$ cat src/rtl/timer_pkg.sv
package timer_pkg;
  localparam int REG_W     = 8;
  localparam int ADDR_W    = 2;
  localparam int CTRL_ADDR = 0;
  localparam int FULL_BASE = 1;
  localparam int RUN_BIT    = 0;
  localparam int SINGLE_BIT = 1;
  localparam int FAST_BIT   = 2;

  typedef struct packed {
    logic fast;
    logic single;
    logic run;
  } ctrl_t;
endpackage

$ cat src/rtl/timer_regs.sv
module timer_regs
  import timer_pkg::*;
#(
  parameter int DATA_W = REG_W,
  parameter int BYTES  = 2,
  parameter int AW     = ADDR_W,
  localparam int CNT_W = DATA_W * BYTES
) (
  input  logic              clk,
  input  logic              rst_n,
  input  logic              we,
  input  logic [AW-1:0]     addr,
  input  logic [DATA_W-1:0] wdata,
  input  logic              single_done,
  output ctrl_t             ctrl,
  output logic [CNT_W-1:0]  full,
  output logic              start_load,
  output logic              sw_stop,
  output logic [DATA_W-1:0] rdata
);
  ctrl_t ctrl_q, ctrl_d;
  logic  ctrl_hit;

  assign ctrl_hit   = we && (addr == AW'(CTRL_ADDR));
  assign start_load = ctrl_hit && wdata[RUN_BIT] && !ctrl_q.run;
  assign sw_stop    = ctrl_hit && !wdata[RUN_BIT];

  always_comb begin
    ctrl_d = ctrl_q;
    if (ctrl_hit) begin
      ctrl_d.fast   = wdata[FAST_BIT];
      ctrl_d.single = wdata[SINGLE_BIT];
      ctrl_d.run    = wdata[RUN_BIT] && !single_done;
    end else if (single_done) begin
      ctrl_d.run = 1'b0;
    end
  end

  always_ff @(posedge clk or negedge rst_n) begin
    if (!rst_n) ctrl_q <= '0;
    else        ctrl_q <= ctrl_d;
  end

  generate
    for (genvar b = 0; b < BYTES; b++) begin : g_byte
      logic [DATA_W-1:0] q, d;
      logic              hit;
      assign hit = we && (addr == AW'(FULL_BASE + b));
      always_comb d = hit ? wdata : q;
      always_ff @(posedge clk or negedge rst_n) begin
        if (!rst_n) q <= '0;
        else        q <= d;
      end
      assign full[b*DATA_W +: DATA_W] = q;
    end
  endgenerate

  always_comb begin
    rdata = '0;
    if (addr == AW'(CTRL_ADDR)) begin
      rdata[FAST_BIT]   = ctrl_q.fast;
      rdata[SINGLE_BIT] = ctrl_q.single;
      rdata[RUN_BIT]    = ctrl_q.run;
    end
    for (int b = 0; b < BYTES; b++) begin
      if (addr == AW'(FULL_BASE + b)) rdata = full[b*DATA_W +: DATA_W];
    end
  end

  assign ctrl = ctrl_q;
endmodule

$ cat src/rtl/timer_tick_sel.sv
module timer_tick_sel (
  input  logic fast,
  input  logic slow_tick,
  output logic tick_en
);
  assign tick_en = fast | slow_tick;
endmodule

$ cat src/rtl/timer_core.sv
module timer_core #(
  parameter int CNT_W = 16
) (
  input  logic             clk,
  input  logic             rst_n,
  input  logic             run,
  input  logic             single,
  input  logic             tick_en,
  input  logic             start_load,
  input  logic             sw_stop,
  input  logic [CNT_W-1:0] full,
  output logic [CNT_W-1:0] count,
  output logic             single_done,
  output logic             tc_pulse
);
  logic [CNT_W-1:0] cnt_q, cnt_d;
  logic             tc_q, tc_d;
  logic             step, terminal, cnt_en;

  assign step        = run && tick_en && !sw_stop;
  assign terminal    = step && (cnt_q == '0);
  assign single_done = terminal && single;
  assign cnt_en      = start_load || step;

  always_comb begin
    cnt_d = cnt_q;
    if (start_load)      cnt_d = full;
    else if (terminal)   cnt_d = single ? cnt_q : full;
    else if (step)       cnt_d = cnt_q - 1'b1;
    tc_d = terminal;
  end

  always_ff @(posedge clk or negedge rst_n) begin
    if (!rst_n)      cnt_q <= '0;
    else if (cnt_en) cnt_q <= cnt_d;
  end

  always_ff @(posedge clk or negedge rst_n) begin
    if (!rst_n) tc_q <= 1'b0;
    else        tc_q <= tc_d;
  end

  assign count    = cnt_q;
  assign tc_pulse = tc_q;
endmodule

$ cat src/rtl/interval_timer.sv
module interval_timer
  import timer_pkg::*;
#(
  parameter int DATA_W = REG_W,
  parameter int BYTES  = 2,
  parameter int AW     = ADDR_W,
  localparam int CNT_W = DATA_W * BYTES
) (
  input  logic              clk,
  input  logic              rst_n,
  input  logic              reg_we,
  input  logic [AW-1:0]     reg_addr,
  input  logic [DATA_W-1:0] reg_wdata,
  input  logic              slow_tick,
  output logic [DATA_W-1:0] reg_rdata,
  output logic              tc_pulse
);
  ctrl_t            ctrl;
  logic [CNT_W-1:0] full_val, count_val;
  logic             start_load, sw_stop, single_done, tick_en;
  logic             run_bit, single_bit, fast_bit;

  assign run_bit    = ctrl.run;
  assign single_bit = ctrl.single;
  assign fast_bit   = ctrl.fast;

  timer_regs #(.DATA_W(DATA_W), .BYTES(BYTES), .AW(AW)) u_regs (
    .clk(clk), .rst_n(rst_n), .we(reg_we), .addr(reg_addr), .wdata(reg_wdata),
    .single_done(single_done), .ctrl(ctrl), .full(full_val),
    .start_load(start_load), .sw_stop(sw_stop), .rdata(reg_rdata)
  );

  timer_tick_sel u_tick (
    .fast(fast_bit), .slow_tick(slow_tick), .tick_en(tick_en)
  );

  timer_core #(.CNT_W(CNT_W)) u_core (
    .clk(clk), .rst_n(rst_n), .run(run_bit), .single(single_bit),
    .tick_en(tick_en), .start_load(start_load), .sw_stop(sw_stop),
    .full(full_val), .count(count_val), .single_done(single_done),
    .tc_pulse(tc_pulse)
  );
endmodule

$ cat config.mk
export PLATFORM = sky130hd
export DESIGN_NAME = interval_timer
export DESIGN_NICKNAME = d
export VERILOG_FILES = /design/src/rtl/timer_pkg.sv /design/src/rtl/timer_regs.sv /design/src/rtl/timer_tick_sel.sv /design/src/rtl/timer_core.sv /design/src/rtl/interval_timer.sv
export SDC_FILE = /design/constraint.sdc
export NUM_CORES = 1
export LEC_CHECK = 0
export BUFFER_PORTS_ARGS = -buffer_cell sky130_fd_sc_hd__buf_4
export CORE_MARGIN = 2
export CORE_UTILIZATION = 30
export DETAILED_ROUTE_END_ITERATION = 10
export PLACE_DENSITY = 0.46
export SLEW_MARGIN = 30
export SYNTH_ARGS = -nofsm -noshare
export SYNTH_HDL_FRONTEND = slang
export SYNTH_HIERARCHICAL = 1
export SYNTH_SLANG_ARGS = --single-unit
export TNS_END_PERCENT = 20
$ cat constraint.sdc
create_clock -name clk -period 2.7 [get_ports clk]
set_input_delay 0.27 -clock clk [delete_from_list [all_inputs] [get_ports clk]]
set_output_delay 0.27 -clock clk [all_outputs]
set_load 0.02 [all_outputs]
# Word-level counts from Yosys, hierarchy flattened
# Index checks and enable logic that the tools add are counted.
# word_totals
rom_bits	0
latch_bits	0
input_bits	14
ramBits	0
mem_count	0
out_inout_bits	9
reg_bits	36
# op_classes
n_addsub	1
mul	0
shifts	0
n_lt_le_gt_ge	0
div	0
n_bitwise	1
muxes	9
n_reduce_logical	21
eq_ne	3
# op_table
cell	count
$mux 16	4
$logic_not 16->1	1
$mux 8	2
$sub 16x1->16 const B	1
$logic_and 1x1->1	11
$logic_not 1->1	4
$mux 3	1
$ne 3x2->1 const B	1
$reduce_and 3->1	1
$reduce_bool 3->1	1
$eq 2x1->1 const B	1
$eq 2x2->1 const B	1
$logic_not 2->1	1
$mux 1	2
$reduce_bool 2->1	1
$logic_or 1x1->1	1
$or 1x1->1	1

# Depth between registers and ports, before layout
# depth
word_depth	10
mapped_depth	10
ltp_nobuf	7

# By module
# Netlist, hierarchy kept.
# modules_own_cells
mod	cells_each	area_each_um2	seq_area_each_um2	instances
timer_core	134	1191.1	425.4	1
timer_regs	61	904.6	475.5	1
timer_tick_sel	1	6.3	0.0	1

# Worst setup path after synthesis
# No wires, ideal clock.
# synth_path
path_type	input-to-reg
startpoint	in reg_addr[1]
endpoint	reg u_core.cnt_q[15], in the netlist u_core/count[15]
setup_time_ns	0.123
cell_stages	10
t_arrival_ns	1.966
setup_slack_ns	0.611
path_buffers	3
path_cell_list	buf_2 -> nor3b_4 -> nor2b_1 -> and3b_1 -> and2_1 -> buf_2 -> a21oi_4 -> buf_6 -> mux2i_1 -> o2bb2ai_1
# synth_between
elab_chain_len	8
word_cells_on_any_way	14
cone_classes	eq/ne: 1; mux: 2; reduce/logical: 11
# synth_lines
item	line_no	text
start: declaration	interval_timer.sv:12	input logic [AW-1:0] reg_addr,
$logic_not 2->1 (*)	timer_regs.sv:24	assign ctrl_hit = we && (addr == AW'(CTRL_ADDR));
$logic_and 1x1->1 (*)	timer_regs.sv:24	
$logic_and 1x1->1 (*)	timer_regs.sv:26	assign sw_stop = ctrl_hit && !wdata[RUN_BIT];
net sw_stop	interval_timer.sv:20	logic start_load, sw_stop, single_done, tick_en;
$logic_not 1->1 (*)	timer_core.sv:20	assign step = run && tick_en && !sw_stop;
$logic_and 1x1->1 (*)	timer_core.sv:20	
$logic_and 1x1->1	timer_core.sv:21	assign terminal = step && (cnt_q == '0);
$ne 3x2->1 (no line), or another cell as far along	-	
$reduce_and 3->1 (no line) / $mux 16 (equally long branches)	-	
end signal: assignment	timer_core.sv:35	else if (cnt_en) cnt_q <= cnt_d;
end: declaration	timer_core.sv:16	logic [CNT_W-1:0] cnt_q, cnt_d;
# Mark *: on every way through the listed nets, which the timed path passes. The rest lies on a longest branch.
# A chain may end at the register's enable or synchronous reset.

# Worst setup path in the final report
# layout_path
startpoint	reg u_core.cnt_q[0], in the netlist u_core/count[0]
endpoint	reg u_core.cnt_q[2], in the netlist u_core/count[2]
# layout_between
elab_chain_len	4
word_cells_on_any_way	9
cone_classes	add/sub: 1; eq/ne: 1; mux: 3; reduce/logical: 4
# layout_lines
item	line_no	text
$sub 16x1->16 / $logic_not 16->1 (equally long branches)	timer_core.sv:29, timer_core.sv:21	
$mux 16 / $logic_and 1x1->1 (equally long branches)	timer_core.sv:29, timer_core.sv:21	
$mux 16, or another cell as far along	timer_core.sv:28	else if (terminal) cnt_d = single ? cnt_q : full;
$mux 16 / $reduce_and 3->1 (equally long branches)	-	
# Several ways; a longest one is shown, not always the timed one. The select of a mux whose other input is x is not followed.

==> impl_metrics.env <==
export IMPL_clockBufferDepth=2
export IMPL_slew_headroom=0.566
export IMPL_cp_cell_sequence="inv_1 -> ha_1 -> nor3b_2 -> and4_1 -> a21oi_4 -> mux2i_1 -> a22oi_1"
export IMPL_finalInstanceArea_um2=2460
export IMPL_p_clk_frac=0.259
export IMPL_grt_max_degree=37
export IMPL_clk_pin_slew_ps=80
export IMPL_cp_required_ps=2830
export IMPL_rsz0062_at_grt="false"
export IMPL_grt_pass1_vias=1621
export IMPL_critPathMaxStageDelay_ps=510
export IMPL_syn_cell_area_um2=2100
export IMPL_vdd_drop_max_uv=295
export IMPL_synthDistinctLibCells=50
export IMPL_clk_latency_ps=280
export IMPL_period_needed_ps=2220
export IMPL_grt_overflow_total=0
export IMPL_hpwl_um=3760
export IMPL_routed_wirelength_um=5210
export IMPL_maxCapViolations=0
export IMPL_status="finished, final reports clean"
export IMPL_crit_path_start_kind="flop"
export IMPL_power_switching_uw=641
export IMPL_final_setup_tns_ps=0
export IMPL_ys_async_sr_fraction=1.00
export IMPL_core_um2=6790
export IMPL_grt_use_total=0.149
export IMPL_post_drt_wl_per_cell_um=16.5
export IMPL_place_area_um2=2340
export IMPL_power_density_nw_per_um2=748
export IMPL_drc=0
export IMPL_htree_num_levels=2
export IMPL_cts_tree="done"
export IMPL_maxSlewViolCount=0
export IMPL_drtAntennaViolNets=0
export IMPL_setup_viol_count_final=0
export IMPL_die_h_um=87.7
export IMPL_antenna_found_initial=0
export IMPL_drive_gt1_frac=0.288
export IMPL_antennaDiodeCount=0
export IMPL_crit_buf_inv=1
export IMPL_ys_seq_elements=36
export IMPL_cts_root_buf="clkbuf_8"
export IMPL_max_freq_mhz=451
export IMPL_initial_utilization=0.309
export IMPL_dp_cells=306
export IMPL_final_cell_mix="36 x dfrtp_1, 25 x buf_4, 19 x mux2_2"
export IMPL_netlist_instances=196
export IMPL_cp_arrival_ps=2350
export IMPL_swShare=0.348
export IMPL_power_frac_comb=0.271
export IMPL_crit_type="reg2reg"
export IMPL_finalPower_mw=1.84
export IMPL_power_share_sequential=0.470
export IMPL_critPathMaxFanout=16
export IMPL_dieWidth_um=87.7
export IMPL_critPathSlowestCell="a21oi_4"
export IMPL_ys_seq_area_frac=0.429
export IMPL_first_pass_iters=4
export IMPL_drt_initial_drc_count=138
export IMPL_vias_per_cell=5.11
export IMPL_finalWorstSetupSlack_ps=485
export IMPL_dp_slack_ps=312
export IMPL_finalNetCount=233
export IMPL_leakagePower_nw=1.05
export IMPL_area_growth_pct=17.1
export IMPL_cp_top_family="compound AO/OA/AOI/OAI gates"
export IMPL_tightestPinTransition_ps=651
export IMPL_hold_class="in2reg"
export IMPL_vias=1609
export IMPL_syn_avg_cell_area_um2=10.7
export IMPL_final_common_cell="dfrtp_1"
export IMPL_hold_violations=0
export IMPL_clock_sinks=36
export IMPL_period_share=0.820
export IMPL_cts_resized=0
export IMPL_cts_buffers=5
export IMPL_io_pins=23
export IMPL_synth_edff_count=0
export IMPL_die_area_um2=7690
export IMPL_synth_nets=211
export IMPL_fin_skew_ps=6.61
export IMPL_p_int_mw=1.20
export IMPL_endpoint_kind="flop"
export IMPL_synth_ff_type="dfrtp_1"
export IMPL_yosysWarnings=6
export IMPL_grt_first_pass_wirelength_um=8770
export IMPL_stdcell_count=315
export IMPL_gp_congestion=0.778
export IMPL_port_buffers=22
export IMPL_fp_row_count=30
per-layer routing:
| metal | share of wire | GRT usage | vias to the layer above |
|---|---|---|---|
| li1 | - | - | 781 |
| met1 | 0.49 | 0.219 | 796 |
| met2 | 0.47 | 0.227 | 30 |
| met3 | 0.035 | 0.0320 | 2 |
| met4 | 0.0040 | 0.0294 | 0 |
| met5 | 0 | 0 | - |
worst paths after layout:
path                             startpoint                    end  slack, ps  cells after the start
hold / removal                 reg_wdata[5]  u_regs/g_byte[0].q[5]        220                      2
setup / recovery            u_core/count[0]        u_core/count[2]        480                      7
max in group asynchronous             rst_n       u_core/count[12]       1870                      2
setup reg to reg            u_core/count[0]        u_core/count[2]        480                      7
min in group asynchronous             rst_n       u_core/count[15]        500                      2
hold reg to reg            u_core/count[15]       u_core/count[15]        530                      1
cell families after synthesis:
group / Yosys count / share of synthesized area
buffers and inverters: 16 / 0.0417
DFF: 36 / 0.429
AOI/OAI and AO/OA: 53 / 0.185
muxes: 28 / 0.145
adders and majority gates: 1 / 0.00595
and+or+nand+nor: 62 / 0.194
metrics by stage:
step | hold slack, ps | utilization
after detailed placement | 272 | 0.345
after global placement | 273 | 0.345
final | 220 | 0.362
after global routing | 210 | 0.362
after floorplan | -25.6 | -
after CTS | 208 | 0.362
what timing repair did:
item	4_1_cts	5_1_grt
hold buffers	1	0
setup buffers	0	0
endpoints found under the hold margin	36	0
power by group through the flow:
stage               clock (mW)  combinational, mW  sequential [mW]
floorplan                    0              0.374            0.811
global placement             0              0.501            0.880
detailed placement           0              0.499            0.876
CTS                      0.496              0.501            0.867
global route             0.527              0.557            0.891
finish                   0.477              0.498            0.866
sequential cells by signal, summed over array words and instances (netlist names):
| name | flops |
|---|---|
| u_regs/g_byte.q | 16 |
| u_core/count | 16 |
| u_core/tc_pulse | 1 |
| u_regs/ctrl | 3 |
cell type report:
cell class | instances | area, µm²
Clock buffer | 5 | 68.8
Multi-Input combinational cell | 144 | 1110
Sequential cell | 36 | 901
Clock inverter | 3 | 42.5
Timing Repair Buffer | 26 | 198
Inverter | 5 | 18.8
Tap cell | 96 | 120
Fill cell | 697 | 4330
cells in the mapped netlist, drive strengths merged, types with 2 or more instances:
library cell,number,area share
nand2b,4,0.012
or2,3,0.0089
mux2i,9,0.043
a21o,2,0.0077
nor3b,2,0.015
mux2,19,0.10
and2,2,0.0060
buf,10,0.031
dfrtp,36,0.43
nor2,12,0.021
inv,5,0.0089
o21ai,11,0.026
a22o,5,0.021
nor4,4,0.022
and3,2,0.0060
nand3b,3,0.023
nand4,2,0.0060
a22oi,4,0.014
o22ai,6,0.021
nand3,4,0.0095
o2bb2ai,5,0.021
o211ai,3,0.011
nor2b,3,0.0089
nand2,7,0.013
nor3,8,0.019
a21oi,7,0.022
and3b,2,0.0083
a211oi,3,0.013
a2bb2oi,3,0.013
worst reg2reg max path, cell delays in order (launching register included):
cell and delay (ps):
dfrtp_1 410, inv_1 90, ha_1 240, nor3b_2 180, and4_1 290, a21oi_4 510
mux2i_1 250, a22oi_1 100
(Power assumes the default switching activity.)
